### src/rtl/dstat_pkg.sv
package dstat_pkg;
  localparam int REG_W = 18;
  typedef logic [REG_W-1:0] stat_word_t;

  // status A bit positions (decoded by neighbouring logic)
  localparam int A_IE_DONE  = 11;
  localparam int A_IE_ATTN  = 10;
  localparam int A_WLERR    = 8;
  localparam int A_NOCYL    = 7;
  localparam int A_NOSURF   = 6;
  localparam int A_NOSECT   = 5;
  localparam int A_NOHDR    = 4;
  localparam int A_SELWL    = 3;
  localparam int A_SEEKINC  = 2;
  localparam int A_DONE     = 1;
  localparam int A_ERR      = 0;

  // status B bit positions
  localparam int B_UNSAFE   = 9;
  localparam int B_SEEKING  = 1;
  localparam int B_NOTRDY   = 0;

  localparam stat_word_t A_ERR_MASK =
    stat_word_t'((1 << A_WLERR) | (1 << A_NOCYL) | (1 << A_NOSURF) |
                 (1 << A_NOSECT) | (1 << A_NOHDR) | (1 << A_SEEKINC));
  localparam stat_word_t B_ERR_MASK = stat_word_t'(18'h003FC);
  localparam stat_word_t A_DYN_MASK =
    stat_word_t'((1 << A_SELWL) | (1 << A_SEEKINC) | (1 << A_ERR));
  localparam stat_word_t B_DYN_MASK =
    stat_word_t'((1 << B_UNSAFE) | (1 << B_SEEKING) | (1 << B_NOTRDY));
endpackage

### src/rtl/dstat_unit_dyn.sv
module dstat_unit_dyn
  import dstat_pkg::*;
#(
  parameter int CYL_W   = 8,
  parameter int NUM_CYL = 203
) (
  input  logic             clk,
  input  logic             rst_n,
  input  logic             attached,
  input  logic             wlock,
  input  logic             active,
  input  logic             seeking,
  input  logic [CYL_W-1:0] cyl,
  output stat_word_t       dyn_a,
  output stat_word_t       dyn_b
);
  localparam logic [CYL_W:0] CYL_LIMIT = (CYL_W+1)'(NUM_CYL);

  logic past_end;
  assign past_end = {1'b0, cyl} >= CYL_LIMIT;

  always_comb begin
    dyn_a = '0;
    dyn_b = '0;
    dyn_a[A_SELWL] = wlock;
    if (!attached) begin
      dyn_b[B_UNSAFE] = 1'b1;
      dyn_b[B_NOTRDY] = 1'b1;
    end else if (active) begin
      if (seeking) begin
        dyn_b[B_SEEKING] = 1'b1;
        dyn_b[B_NOTRDY]  = 1'b1;
      end
    end else if (past_end) begin
      dyn_a[A_SEEKINC] = 1'b1;
    end
  end

  // the three drive-state branches exclude one another
  AST_DYN_EXCLUSIVE: assert property (@(posedge clk) disable iff (!rst_n)
    $onehot0({dyn_a[A_SEEKINC], dyn_b[B_SEEKING], dyn_b[B_UNSAFE]}));
endmodule

### src/rtl/dstat_merge.sv
module dstat_merge
  import dstat_pkg::*;
(
  input  stat_word_t sta_in,
  input  stat_word_t stb_in,
  input  stat_word_t set_a,
  input  stat_word_t set_b,
  input  stat_word_t dyn_a,
  input  stat_word_t dyn_b,
  output stat_word_t sta_pre,
  output stat_word_t stb_pre
);
  always_comb begin
    sta_pre = (sta_in & ~A_DYN_MASK) | set_a | dyn_a;
    stb_pre = (stb_in & ~B_DYN_MASK) | set_b | dyn_b;
  end
endmodule

### src/rtl/dstat_err_sum.sv
module dstat_err_sum
  import dstat_pkg::*;
(
  input  stat_word_t sta_pre,
  input  stat_word_t stb_pre,
  output logic       err
);
  assign err = (|(sta_pre & A_ERR_MASK)) | (|(stb_pre & B_ERR_MASK));
endmodule

### src/rtl/dstat_irq.sv
module dstat_irq
  import dstat_pkg::*;
#(
  parameter int NUM_UNITS = 8
) (
  input  logic       clk,
  input  logic       rst_n,
  input  logic       upd,
  input  stat_word_t sta,
  input  stat_word_t stb,
  output logic       irq,
  output logic       ios
);
  localparam int ATTN_LO = REG_W - NUM_UNITS;

  logic attn_any, done_err, irq_next;
  assign attn_any = |stb[REG_W-1:ATTN_LO];
  assign done_err = sta[A_ERR] | sta[A_DONE];
  assign ios      = done_err | attn_any;
  assign irq_next = (done_err & sta[A_IE_DONE]) | (attn_any & sta[A_IE_ATTN]);

  always_ff @(posedge clk) begin
    if (!rst_n)   irq <= 1'b0;
    else if (upd) irq <= irq_next;
  end

  AST_IRQ_HOLD: assert property (@(posedge clk) disable iff (!rst_n)
    !upd |=> $stable(irq));
  AST_IRQ_NEEDS_ENABLE: assert property (@(posedge clk) disable iff (!rst_n)
    upd ##1 irq |-> $past(sta[A_IE_DONE] | sta[A_IE_ATTN]));
  AST_IRQ_IMPLIES_IOS: assert property (@(posedge clk) disable iff (!rst_n)
    upd ##1 irq |-> $past(ios));
endmodule

### src/rtl/dstat_aggr.sv
module dstat_aggr
  import dstat_pkg::*;
#(
  parameter int CYL_W     = 8,
  parameter int NUM_CYL   = 203,
  parameter int NUM_UNITS = 8
) (
  input  logic             clk,
  input  logic             rst_n,
  input  logic             upd,
  input  logic [17:0]      sta_in,
  input  logic [17:0]      stb_in,
  input  logic [17:0]      set_a,
  input  logic [17:0]      set_b,
  input  logic             unit_attached,
  input  logic             unit_wlock,
  input  logic             unit_active,
  input  logic             unit_seeking,
  input  logic [CYL_W-1:0] unit_cyl,
  output logic [17:0]      sta_out,
  output logic [17:0]      stb_out,
  output logic             irq,
  output logic             ios
);
  stat_word_t dyn_a, dyn_b, sta_pre, stb_pre;
  logic       err;

  dstat_unit_dyn #(.CYL_W(CYL_W), .NUM_CYL(NUM_CYL)) u_dyn (
    .clk(clk), .rst_n(rst_n),
    .attached(unit_attached), .wlock(unit_wlock), .active(unit_active),
    .seeking(unit_seeking), .cyl(unit_cyl),
    .dyn_a(dyn_a), .dyn_b(dyn_b)
  );

  dstat_merge u_merge (
    .sta_in(sta_in), .stb_in(stb_in), .set_a(set_a), .set_b(set_b),
    .dyn_a(dyn_a), .dyn_b(dyn_b), .sta_pre(sta_pre), .stb_pre(stb_pre)
  );

  dstat_err_sum u_err (.sta_pre(sta_pre), .stb_pre(stb_pre), .err(err));

  always_comb begin
    sta_out        = sta_pre;
    sta_out[A_ERR] = sta_pre[A_ERR] | err;
    stb_out        = stb_pre;
  end

  dstat_irq #(.NUM_UNITS(NUM_UNITS)) u_irq (
    .clk(clk), .rst_n(rst_n), .upd(upd),
    .sta(sta_out), .stb(stb_out), .irq(irq), .ios(ios)
  );

  AST_DETACHED_UNSAFE: assert property (@(posedge clk) disable iff (!rst_n)
    !unit_attached |-> stb_out[B_UNSAFE] && stb_out[B_NOTRDY] && !stb_out[B_SEEKING]);
  AST_WLOCK_FLAG: assert property (@(posedge clk) disable iff (!rst_n)
    unit_wlock |-> sta_out[A_SELWL]);
  AST_SEEKINC_IDLE: assert property (@(posedge clk) disable iff (!rst_n)
    (sta_out[A_SEEKINC] && !set_a[A_SEEKINC]) |-> unit_attached && !unit_active);
  AST_ERR_SUMMARY: assert property (@(posedge clk) disable iff (!rst_n)
    ((|(sta_out & A_ERR_MASK)) || (|(stb_out & B_ERR_MASK))) |-> sta_out[A_ERR]);
endmodule

### config.mk
export PLATFORM = sky130hd
export DESIGN_NAME = dstat_aggr
export DESIGN_NICKNAME = d
export VERILOG_FILES = /design/src/rtl/dstat_pkg.sv /design/src/rtl/dstat_unit_dyn.sv /design/src/rtl/dstat_merge.sv /design/src/rtl/dstat_err_sum.sv /design/src/rtl/dstat_irq.sv /design/src/rtl/dstat_aggr.sv
export SDC_FILE = /design/constraint.sdc
export NUM_CORES = 1
export LEC_CHECK = 0
export BUFFER_PORTS_ARGS = -buffer_cell sky130_fd_sc_hd__buf_2
export CAP_MARGIN = 20
export CORE_MARGIN = 3
export CORE_UTILIZATION = 19
export CTS_CLUSTER_DIAMETER = 100
export DETAILED_ROUTE_END_ITERATION = 6
export PLACE_DENSITY = 0.86
export SLEW_MARGIN = 25
export SYNTH_ARGS = -nofsm -noshare
export SYNTH_HDL_FRONTEND = slang
export SYNTH_SLANG_ARGS = --single-unit
### constraint.sdc
create_clock -name clk -period 1.8 [get_ports clk]
set_input_delay 0.18 -clock clk [delete_from_list [all_inputs] [get_ports clk]]
set_output_delay 0.18 -clock clk [all_outputs]
set_load 0.05 [all_outputs]
; ---- Word level (Yosys, flattened, before mapping)
; Index checks and enable logic that the tools add are counted.
[totals]
out_inout_bits = 38
reg_bits = 1
word_cells = 24
[op_classes]
bitwise = 11
n_reduce_logical = 3
n_lt_le_gt_ge = 1
n_mux = 8
[op_table]
columns = op, n
row1 = $or A18 B18 Y18, 2
row2 = $or A18 B10 Y18, 1
row3 = $or A18 B4 Y18, 1
row4 = $reduce_or A8 Y1, 2
row5 = $ge A8 B8 Y1 const B, 1
row6 = $mux W1, 6
row7 = $reduce_or A6 Y1, 1
row8 = $or A1 B1 Y1, 5
row9 = $mux W2, 2
row10 = $and A1 B1 Y1, 2

; ---- Logic depth before layout (Yosys ltp)
[depth]
depth_word = 11
depth_mapped = 4
ltp_nobuf = 4

; ---- Hierarchy
; Synthesis repeated with hierarchy kept, for this count alone.
[hier_totals]
cells_unflattened = 92
hier_area_um2 = 631.9
[by_module_without_submodules]
columns = mod, area_each_um2, instances, cells_per_inst
row1 = dstat_unit_dyn, 290.3, 1, 41
row2 = dstat_merge, 225.2, 1, 36
row3 = dstat_irq, 81.3, 1, 9
row4 = dstat_err_sum, 28.8, 1, 5
row5 = dstat_aggr, 6.3, 1, 1

; ---- Worst setup path after synthesis
; OpenSTA, ideal clock, no wires.
[synth_path]
kind = in2out
from = input port set_a[5]
to = output port ios
required_ps = 1620
t_arrival_ps = 1751
path_slack_ps = -131
cell_stages = 4
path_buffers = 0
path_cell_list = or2_2 or4_1 nor3_2 nand3b_1
[synth_between]
elab_chain_len = 7
[synth_rtl]
columns = element, line_no
row1 = from (decl), dstat_aggr.sv:13  ; input logic [17:0] set_a,
row2 = $or A18 B18 Y18, dstat_merge.sv:14  ; sta_pre = (sta_in & ~A_DYN_MASK) | set_a | dyn_a;
row3 = $or A18 B4 Y18, dstat_merge.sv:14
row4 = $reduce_or A6 Y1, dstat_err_sum.sv:8  ; assign err = (|(sta_pre & A_ERR_MASK)) | (|(stb_pre & B_ERR_MASK));
row5 = $or A1 B1 Y1, dstat_err_sum.sv:8
row6 = $or A1 B1 Y1, dstat_aggr.sv:44  ; sta_out[A_ERR] = sta_pre[A_ERR] | err;
row7 = $or A1 B1 Y1, dstat_irq.sv:18  ; assign done_err = sta[A_ERR] | sta[A_DONE];
row8 = $or A1 B1 Y1, dstat_irq.sv:19  ; assign ios = done_err | attn_any;
row9 = to (decl), dstat_aggr.sv:23  ; output logic ios
; No other way between the ends.

; ---- Worst setup path after layout
[layout_path]
from = input port sta_in[7]
to = output port ios
[layout_between]
elab_chain_len = 7
[layout_rtl]
columns = element, line_no
row1 = from (decl), dstat_aggr.sv:11  ; input logic [17:0] sta_in,
row2 = $or A18 B18 Y18, dstat_merge.sv:14
row3 = $or A18 B4 Y18, dstat_merge.sv:14
row4 = $reduce_or A6 Y1, dstat_err_sum.sv:8
row5 = $or A1 B1 Y1, dstat_err_sum.sv:8
row6 = $or A1 B1 Y1, dstat_aggr.sv:44
row7 = $or A1 B1 Y1, dstat_irq.sv:18
row8 = $or A1 B1 Y1, dstat_irq.sv:19
; No other way between the ends.

==> reports/qor.tcl <==
set qor(core_area_sq_um) 2022
set qor(drt-vias-per-instance) 4.445
set qor(floorplan.initialDensity) 0.2073
set qor(yosys_register_bits) 1
set qor(rsz_0062_raised_after_global_routing) {true}
set qor(path_class) {in2out}
set qor(clock_power_share) 0
set qor(area_overhead_of_the_layout_relative_to_synthesis_pct) 162.1
set qor(required_ps) 1620
set qor(crit_path_cell_trace) {buf_2 > or4_4 > or4_4 > nor3_4 > nand3b_1 > buf_6}
set qor(holdWs_ps) 425.2
set qor(first_iter_violations) 3
set qor(achievable-frequency_mhz) 525.1
set qor(cp-start-kind) {input port}
set qor(cpMaxStageDelayCell) {sky130_fd_sc_hd__or4_4}
set qor(first_global_vias) 828
set qor(worst-slew-pin-transition_ps) 276.1
set qor(wire_length_of_the_first_global_routing_pass_um) 3049
set qor(place_worst_setup_slack_ps) -192.0
set qor(antenna-diode-count) 0
set qor(grt_start_max_net_pins) 6
set qor(drc_errors) 0
set qor(hold_violations) 0
set qor(r2r_start) {u_irq.irq$_SDFFE_PN0P_}
set qor(largest_registers) {u_irq.irq (1)}
set qor(top_level_ports) 125
set qor(synthAdderAreaFrac) 0
set qor(seq_area_frac_synth) 0.04776
set qor(antenna_found_initial) 0
set qor(layout_cells_sized_above_1) 0.8516
set qor(async_reset_ff_frac) 0
set qor(min-delay-start) {rst_n}
set qor(maxSlewHeadroom) 0.8142
set qor(hp-class) {in2reg}
set qor(maxCapViolCount) 0
set qor(fin_crit_share) 1.058
set qor(gpl.final_weighted_congestion) 0.7284
set qor(drv_slew) 0
set qor(detailed_route_wire_length_um) 2257
set qor(vdd_ir_drop_max_mv) 0.2068
set qor(path_buf_inv) 2
set qor(switching_share) 0.5919
set qor(floorplan.die.height_um) 52.97
set qor(launch_point_of_the_critical_path) {sta_in[7]}
set qor(place.detailed.hpwl_um) 2107
set qor(clk-insertion-delay-late_ps) 0
set qor(die_x_um) 52.97
set qor(cp_top_family) {simple AND/OR/NAND/NOR gates}
set qor(synth_edf_count) 0
set qor(final_critical_path_setup_slack_ps) -104.4
set qor(seq_power_share) 0.069
set qor(timing.final.setup_violations) 2
set qor(netlist_area_before_placement_sq_um) 419.2
set qor(synth_warnings) 0
set qor(cts_hold_buffers) 0
set qor(synth_compound_gate_area_share) 0.09254
set qor(outcome) {finished with violations}
set qor(muxShareOfSynthArea) 0
set qor(worst_path_most_repeated_cell) {sky130_fd_sc_hd__or4_4}
set qor(pwr-share-comb) 0.931
set qor(period_needed_ps) 1904
set qor(violations_in_the_final_reports) {setup timing}
set qor(intPower_uw) 154.0
set qor(clk_pin_slew_ps) 0
set qor(critPathMaxFanout) 3
set qor(first_pass_iters) 4
set qor(route.detailed.wl_per_inst_um) 10.80
set qor(critical_path.max_stage_delay_ps) 500
set qor(core.rowCount) 16
set qor(worst_ep_arrival_time_ps) 1720
set qor(synth.lib_cells_used.distinct) 20
set qor(io_buffer_count) 118
set qor(synth_ff_type) {sky130_fd_sc_hd__dfxtp_1}
set qor(syn-num-nets) 150
set qor(synth_xor_xnor_area_share) 0
set qor(fin_nets) 271
set qor(timing.critical_path.to_type) {output pin}
set qor(post_route_clock_skew_ps) 0
set qor(dieArea_sq_um) 2806
set qor(post_synth_and_or_nand_nor_area_fraction) 0.8418
set qor(synthesis.area_per_instance_sq_um) 6.653
set qor(grt_overflow_total) 0
set qor(groute.usage.overall) 0.1377
set qor(largest_register_ffs) 1
set qor(total_switching_power_uw) 223.4
set qor(largest-register) {u_irq.irq}
set qor(number_of_antenna_violating_nets_in_the_routed_design) 0
set qor(vias) 929
set qor(power.density_nw_per_um2) 343.6
set qor(cellLeakagePower_nw) 0.5832
set qor(netlist_instances) 63
set qor(synth_top_family_by_area) {simple AND/OR/NAND/NOR gates}
==> synthesized netlist by cell type (all sizes together) (2+ instances only) <==
library cell	number	area, sq um
nor4	7	43.79
inv	2	7.510
or2	32	200.2
nand3b	2	15.01
nand3	3	15.01
or4	3	22.52
nand2	2	7.510
==> power by group through the flow <==
stage               combinational, mW  clock, mW  sequential (mW)
finish                          0.351          0           0.0261
global route                    0.375          0           0.0267
CTS                             0.351          0           0.0262
detailed placement              0.347          0           0.0262
global placement                0.342          0           0.0262
floorplan                       0.204          0           0.0346
==> timing repair <==
action,4_1_cts,5_1_grt
pin swaps,4,4
resized for setup,8,2
setup buffers,1,0
endpoints found under the setup margin,3,3
==> final timing paths <==
kind	slack [ps]	cells after the start	endpoint
setup / recovery	-100	6	ios
hold / removal	430	2	u_irq.irq$_SDFFE_PN0P_
setup reg to reg	1010	3	u_irq.irq$_SDFFE_PN0P_
hold reg to reg	680	3	u_irq.irq$_SDFFE_PN0P_
==> kinds of logic after synthesis <==
family / after synthesis
DFF: 1
AOI/OAI and AO/OA: 5
and+or+nand+nor: 55
buffers and inverters: 2
==> worst register-to-register path, stage by stage (launching register included) <==
cell	delay, ps
sky130_fd_sc_hd__dfxtp_1	300
sky130_fd_sc_hd__inv_1	40
sky130_fd_sc_hd__o221ai_1	240
sky130_fd_sc_hd__o2bb2ai_2	130
==> area by class of cell <==
| cell class | count | area [sq um] |
|---|---|---|
| flip-flops and latches | 1 | 20.02 |
| repair buffers | 119 | 623.1 |
| inverters | 2 | 7.507 |
| multi-input cells | 60 | 414.1 |
| well taps | 27 | 33.78 |
| fillers | 207 | 923.4 |
==> routing by layer <==
metal / up-vias / wire length, um / share of wire / global-route usage
met2: 62 / 1323 / 0.59 / 0.2996
met1: 393 / 662 / 0.29 / 0.1455
li1: 474 / - / - / -
met3: 0 / 271 / 0.12 / 0.01127
met5: - / 0 / 0 / 0
met4: 0 / 0 / 0 / 0
==> cell usage in the layout, fill, tap and decap left out, drive strengths merged <==
cell type and count:
buf 119, or2 32, nor4 7, nand3 3
or4 3, nand2 2, nand3b 2, inv 2
a211oi 1, nand4b 1, a21oi 1, nand2b 1
a31o 1, nor4b 1, nand4 1, nor3 1
and4 1, o221ai 1, o2bb2ai 1, dfxtp 1
==> metrics by stage <==
| stage | util | cell area (sq um) | power, mW | setup TNS, ps | instances |
|---|---|---|---|---|---|
| 6_report | 0.5433 | 1099 | 0.3775 | -159.7 | 209 |
| 4_1_cts | 0.5384 | 1089 | 0.3772 | -254.4 | 209 |
| 3_5_place_dp | 0.5210 | 1054 | 0.3728 | -363.2 | 209 |
| 5_1_grt | 0.5433 | 1099 | 0.4020 | -259.0 | 209 |
| 3_3_place_gp | 0.5210 | 1054 | 0.3683 | -303.6 | 209 |
| 2_1_floorplan | - | 421.7 | 0.2388 | -119.9 | 63 |
No activity file was read; power rests on OpenSTA's default activity.
